## src/rtl/vcx_pkg.sv

```systemverilog
package vcx_pkg;
   typedef enum logic {
      VCX_COMPRESS = 1'b0,
      VCX_EXPAND   = 1'b1
   } vcx_op_e;
endpackage

```

## src/rtl/vcx_prefix.sv

```systemverilog
module vcx_prefix #(
   parameter int N  = 8,
   parameter int CW = $clog2(N + 1)
) (
   input  logic [N-1:0]    act,
   output logic [N*CW-1:0] rank,
   output logic [CW-1:0]   total
);
   always_comb begin
      logic [CW-1:0] acc;
      acc  = '0;
      rank = '0;
      for (int i = 0; i < N; i++) begin
         rank[i*CW +: CW] = acc;
         acc = acc + CW'(act[i]);
      end
      total = acc;
   end
endmodule

```

## src/rtl/vcx_route.sv

```systemverilog
module vcx_route
   import vcx_pkg::*;
#(
   parameter int N  = 8,
   parameter int W  = 8,
   parameter int CW = $clog2(N + 1)
) (
   input  vcx_op_e         op,
   input  logic [N*W-1:0]  src_vec,
   input  logic [N*W-1:0]  old_vec,
   input  logic [N-1:0]    act,
   input  logic [N*CW-1:0] rank,
   output logic [N*W-1:0]  nxt
);
   for (genvar j = 0; j < N; j++) begin : g_dst
      logic [W-1:0] packed_el;
      logic [W-1:0] spread_el;

      always_comb begin
         packed_el = old_vec[j*W +: W];
         for (int i = 0; i < N; i++) begin
            if (act[i] && rank[i*CW +: CW] == CW'(j))
               packed_el = src_vec[i*W +: W];
         end
      end

      always_comb begin
         spread_el = old_vec[j*W +: W];
         if (act[j]) begin
            for (int k = 0; k < N; k++) begin
               if (rank[j*CW +: CW] == CW'(k))
                  spread_el = src_vec[k*W +: W];
            end
         end
      end

      assign nxt[j*W +: W] = (op == VCX_EXPAND) ? spread_el : packed_el;
   end
endmodule

```

## src/rtl/vcx_unit.sv

```systemverilog
module vcx_unit
   import vcx_pkg::*;
#(
   parameter int N  = 8,
   parameter int W  = 8,
   parameter int CW = $clog2(N + 1)
) (
   input  logic           clk,
   input  logic           rst_n,
   input  logic           start,
   input  logic           op,
   input  logic [N*W-1:0] src_vec,
   input  logic [N-1:0]   mask,
   input  logic [N*W-1:0] old_vec,
   input  logic [CW-1:0]  vlen,
   output logic [N*W-1:0] result,
   output logic [CW-1:0]  count,
   output logic           done
);
   if (N < 2) begin : g_bad_n
      $error("vcx_unit: N must be at least 2");
   end
   if (W < 1) begin : g_bad_w
      $error("vcx_unit: W must be at least 1");
   end

   logic [N-1:0]    act;
   logic [N*CW-1:0] rank;
   logic [CW-1:0]   total;
   logic [N*W-1:0]  nxt;

   for (genvar i = 0; i < N; i++) begin : g_act
      assign act[i] = mask[i] && (vlen > CW'(i));
   end

   vcx_prefix #(.N(N), .CW(CW)) u_prefix (
      .act   (act),
      .rank  (rank),
      .total (total)
   );

   vcx_route #(.N(N), .W(W), .CW(CW)) u_route (
      .op      (vcx_op_e'(op)),
      .src_vec (src_vec),
      .old_vec (old_vec),
      .act     (act),
      .rank    (rank),
      .nxt     (nxt)
   );

   always_ff @(posedge clk or negedge rst_n) begin
      if (!rst_n) begin
         result <= '0;
         count  <= '0;
         done   <= 1'b0;
      end else begin
         done <= start;
         if (start) begin
            result <= nxt;
            count  <= total;
         end
      end
   end
endmodule

```

## config.mk

```make
export PLATFORM = sky130hd
export DESIGN_NAME = vcx_unit
export DESIGN_NICKNAME = d
export VERILOG_FILES = /design/src/rtl/vcx_pkg.sv /design/src/rtl/vcx_prefix.sv /design/src/rtl/vcx_route.sv /design/src/rtl/vcx_unit.sv
export SDC_FILE = /design/constraint.sdc
export NUM_CORES = 1
export LEC_CHECK = 0
export ABC_CLOCK_PERIOD_IN_PS = 1150
export CORE_MARGIN = 3
export CORE_UTILIZATION = 40
export CTS_CLUSTER_DIAMETER = 120
export CTS_CLUSTER_SIZE = 10
export DETAILED_ROUTE_END_ITERATION = 12
export DONT_BUFFER_PORTS = 1
export PLACE_DENSITY = 0.63
export SLEW_MARGIN = 10
export SYNTH_ARGS = -nofsm -noshare
export SYNTH_HDL_FRONTEND = slang
export SYNTH_SLANG_ARGS = --single-unit
```

## constraint.sdc

```tcl
create_clock -name clk -period 1.15 [get_ports clk]
set_clock_uncertainty 0.2 [all_clocks]
set_input_delay 0.0575 -clock clk [delete_from_list [all_inputs] [get_ports clk]]
set_output_delay 0.0575 -clock clk [all_outputs]
set_load 0.005 [all_outputs]
```

==> impl_results.md <==
* Status: finished with violations
* Failing checks: negative hold slack, negative setup slack
* DRT antenna net count at 0
* DR top layer: met5
* Synth top area share at between 10% and 20%
* Final setup vio count at 78
* Flops & latches, synth at 69
* Port bufs at 0
* Least-Margin Pin Slew at roughly 1.3 ns
* Num CTS Buffers at 9
* Worst-path clk slew at ~0.07 ns
* DRC errors left at 0
* Critical path capture point type: register
* Worst R2R Setup Slack at -0.20 ns
* Metal-1 WL at about 27000 um
* Post-route setup slack at -2.898 ns
* Synth Cell Area at about 12000 um^2
* CTS max path bufs at 2
* Initial drt markers at just under 3000
* Via-per-instance ratio at roughly 7.3
* Total Routed Length at between 80000 and 90000 um
* Maximum VDD drop at between 0.9 and 1 mV
* Leakage at roughly 6.6 nW
* Yosys cell types at 77
* Startpoint types: input port
* Initial antenna violation count at 10
* Max_slew headroom at between 10% and 20%
* DR WL met2 at about 32000 um
* Synth Area in Simple Gates at between 15 and 20%
* Wire length on met3 at roughly 13000 um
* Hold Path Class: input port to asynchronous set/reset pin
* Period utilisation layout at 352.0%
* Worst-path fanout max at 6
* RSZ-0062 raised after global routing: yes
* Clk_lat worst skew at ~0.35 ns
* Gr usage total at 49.59%
* Setup TNS at -187.10 ns
* Top cells by area, synth: dfrtp_1, a211oi_1, mux2i_1
* Fin nets at 2090
* Grt ovf at 0
* FF-to-FF End: result[62]$_DFFE_PN0P_
* Max_cap viols at 0
* Most frequent cell after synthesis: nor2_1
* Post-DP HPWL at ~52000 um
* Die width at about 180 um
* CTS tree: yes
* Crit Path Category: input port to register
* Die height at 176.4 um
* Ys flop type: dfrtp_1
* Synth Area in Adders at around 2.0%
* H-tree depth at 3
* Sequential share of the synthesized area at between 10% and 20%
* Syn Nets at 1832
* Syn Inst Count at around 1700
* First-pass DRT Iterations at 8
* Final Hold Vio Count at around 140
* Fmax achieved at roughly 250 MHz
* Root Buffer Master: clkbuf_16
* Critical path data required time at around 1.2 ns
* Starting Density at 41.14%
* Global-route wire length before repair at 111300 um
* Mux share of post-synthesis cell area at between 10% and 20%
* EDFF count, synth at 0
* Mean routed wirelength per cell at approximately 35 um
* Synth warn at 0
* Row count at 61
* Worst EP arrival at around 4.1 ns
* Largest net degree at the start of global routing at between 70 and 80
* Die Area at 31130 um^2
* Compound-Gate Fraction of Synth Area at 40.06%
* Synth-to-layout area growth at 39.80%
* Area of the core at about 28000 um^2
* Cell area power density at 1321 nW/um^2
* Synth top cells by count: nor2_1, a21oi_1, clkbuf_1, o21ai_0, nand2_1
* Layout cells sized above 1 at between 20% and 30%
* Routability cong. at between 1 and 1.5
* Vias in the first global route at about 16000
* Synth area leader: dfrtp_1
* RR Startpoint: result[62]$_DFFE_PN0P_
* Vias at ~17000
* Slew Viols, Final at 0
* Largest family of logic cells by synthesized area: compound AO/OA/AOI/OAI gates
* Reg2Reg Depth at 4
* Ports at 213
* Ys async rst share at 100.0%
* Syn avg cell area at around 7 um^2
* Worst hold slack at -0.8096 ns
* Post-synthesis xor/xnor area fraction at ~1.9%
* Crit path time final at around 4.0 ns
* CTS Sinks at 69
==> logic make-up (layout without fill, tap and decap cells) <==
| logic type | count (synthesis) | count (layout) |
|---|---|---|
| DFF | 69 | 69 |
| muxes | 138 | 138 |
| AOI/OAI and AO/OA | 718 | 719 |
| adders and majority gates | 17 | 17 |
| and+or+nand+nor | 485 | 485 |
| xor gates and xnor gates | 14 | 14 |
| other | 0 | 5 |
| buffers and inverters | 230 | 492 |
==> sequential cells by signal, summed over array words and instances, names as in the netlist <==
signal  flops
result     64
count       4
done        1
==> through the flow <==
stage	area [um^2]	power [mW]	instances	setup slack, ns	utilization [%]
floorplan	12100	11.53	1671	-3.987	-
global placement	14720	16.23	2223	-3.357	52.14
detailed placement	14720	16.30	2223	-3.339	52.14
CTS	15710	20.29	2280	-2.886	55.62
global route	16240	22.45	2314	-3.031	57.49
finish	16240	21.45	2317	-2.898	57.52
==> per-layer routing <==
metal | vias to the layer above | track usage, %
li1 | 6898 | -
met2 | 1545 | 71.05
met1 | 7813 | 58.57
met4 | 4 | 41.87
met5 | - | 0
met3 | 553 | 18.06
==> how the worst max path moves through the flow <==
stage | from | endpoint | slack (ns) | cells past startpoint
6_report | vlen[1] | result[27]$_DFFE_PN0P_ | -2.90 | 19
5_1_grt | vlen[1] | result[63]$_DFFE_PN0P_ | -3.03 | 19
4_1_cts | vlen[3] | result[5]$_DFFE_PN0P_ | -2.89 | 18
3_5_place_dp | vlen[0] | result[15]$_DFFE_PN0P_ | -3.34 | 18
3_3_place_gp | vlen[0] | result[15]$_DFFE_PN0P_ | -3.36 | 18
2_1_floorplan | vlen[2] | result[25]$_DFFE_PN0P_ | -3.99 | 23
==> layout by cell type (no fill, tap or decap), types with 10 or more instances in the layout <==
cell	netlist	final
buf_4	3	323
nor2_1	192	188
a21oi_1	182	174
o21ai_0	141	124
nand2_1	128	122
a211oi_1	126	112
mux2i_1	92	91
dfrtp_1	69	69
o22ai_1	56	53
o211ai_1	52	52
buf_6	1	44
a221oi_1	45	43
nor3_1	44	41
dlygate4sd3_1	0	41
inv_1	32	28
buf_12	0	27
mux2_2	27	25
nand3_1	25	22
o221ai_1	20	18
mux4_2	18	18
o21ai_1	7	17
nor2b_1	13	13
nand2b_1	14	13
a211oi_2	0	13
a31oi_1	13	13
and3_1	15	12
a221o_1	10	10
==> layout make-up <==
| type | instances | area [um^2] |
|---|---|---|
| clock inverter | 6 | 70.07 |
| multi-input combinational | 1373 | 9654 |
| timing repair buffer | 439 | 3921 |
| tap | 378 | 473.0 |
| antenna | 5 | 12.51 |
| clock buffer | 10 | 239.0 |
| inverter | 37 | 146.4 |
| fill | 2686 | 12000 |
| sequential | 69 | 1727 |
==> where the power goes <==
part | internal, mW | total [mW] | switching (mW)
Clock | 1.76 | 3.06 | 1.30
Sequential | 2.97 | 3.44 | 0.463
Combinational | 7.21 | 15.0 | 7.74
Total | 11.9 | 21.5 | 9.51
==> critical path, stage by stage <==
cell	delay, ns
o41ai_4	0.40
inv_4	0.05
fa_2	0.57
ha_4	0.15
inv_2	0.03
fa_2	0.59
inv_4	0.05
ha_4	0.28
ha_4	0.13
xnor3_2	0.31
nor2_2	0.10
a31oi_1	0.06
mux2_4	0.30
buf_8	0.14
nor3_4	0.28
buf_4	0.17
a21oi_1	0.04
a211o_1	0.26
a21oi_1	0.14
==> timing repair <==
item,CTS,global route
setup buffers,12,22
hold buffers,29,12
setup endpoints to repair,84,98
cloned,2,0
pin swaps,29,31
gates resized for setup,75,56
endpoints found under the hold margin,138,135
Power figures use the tool's default switching activity.
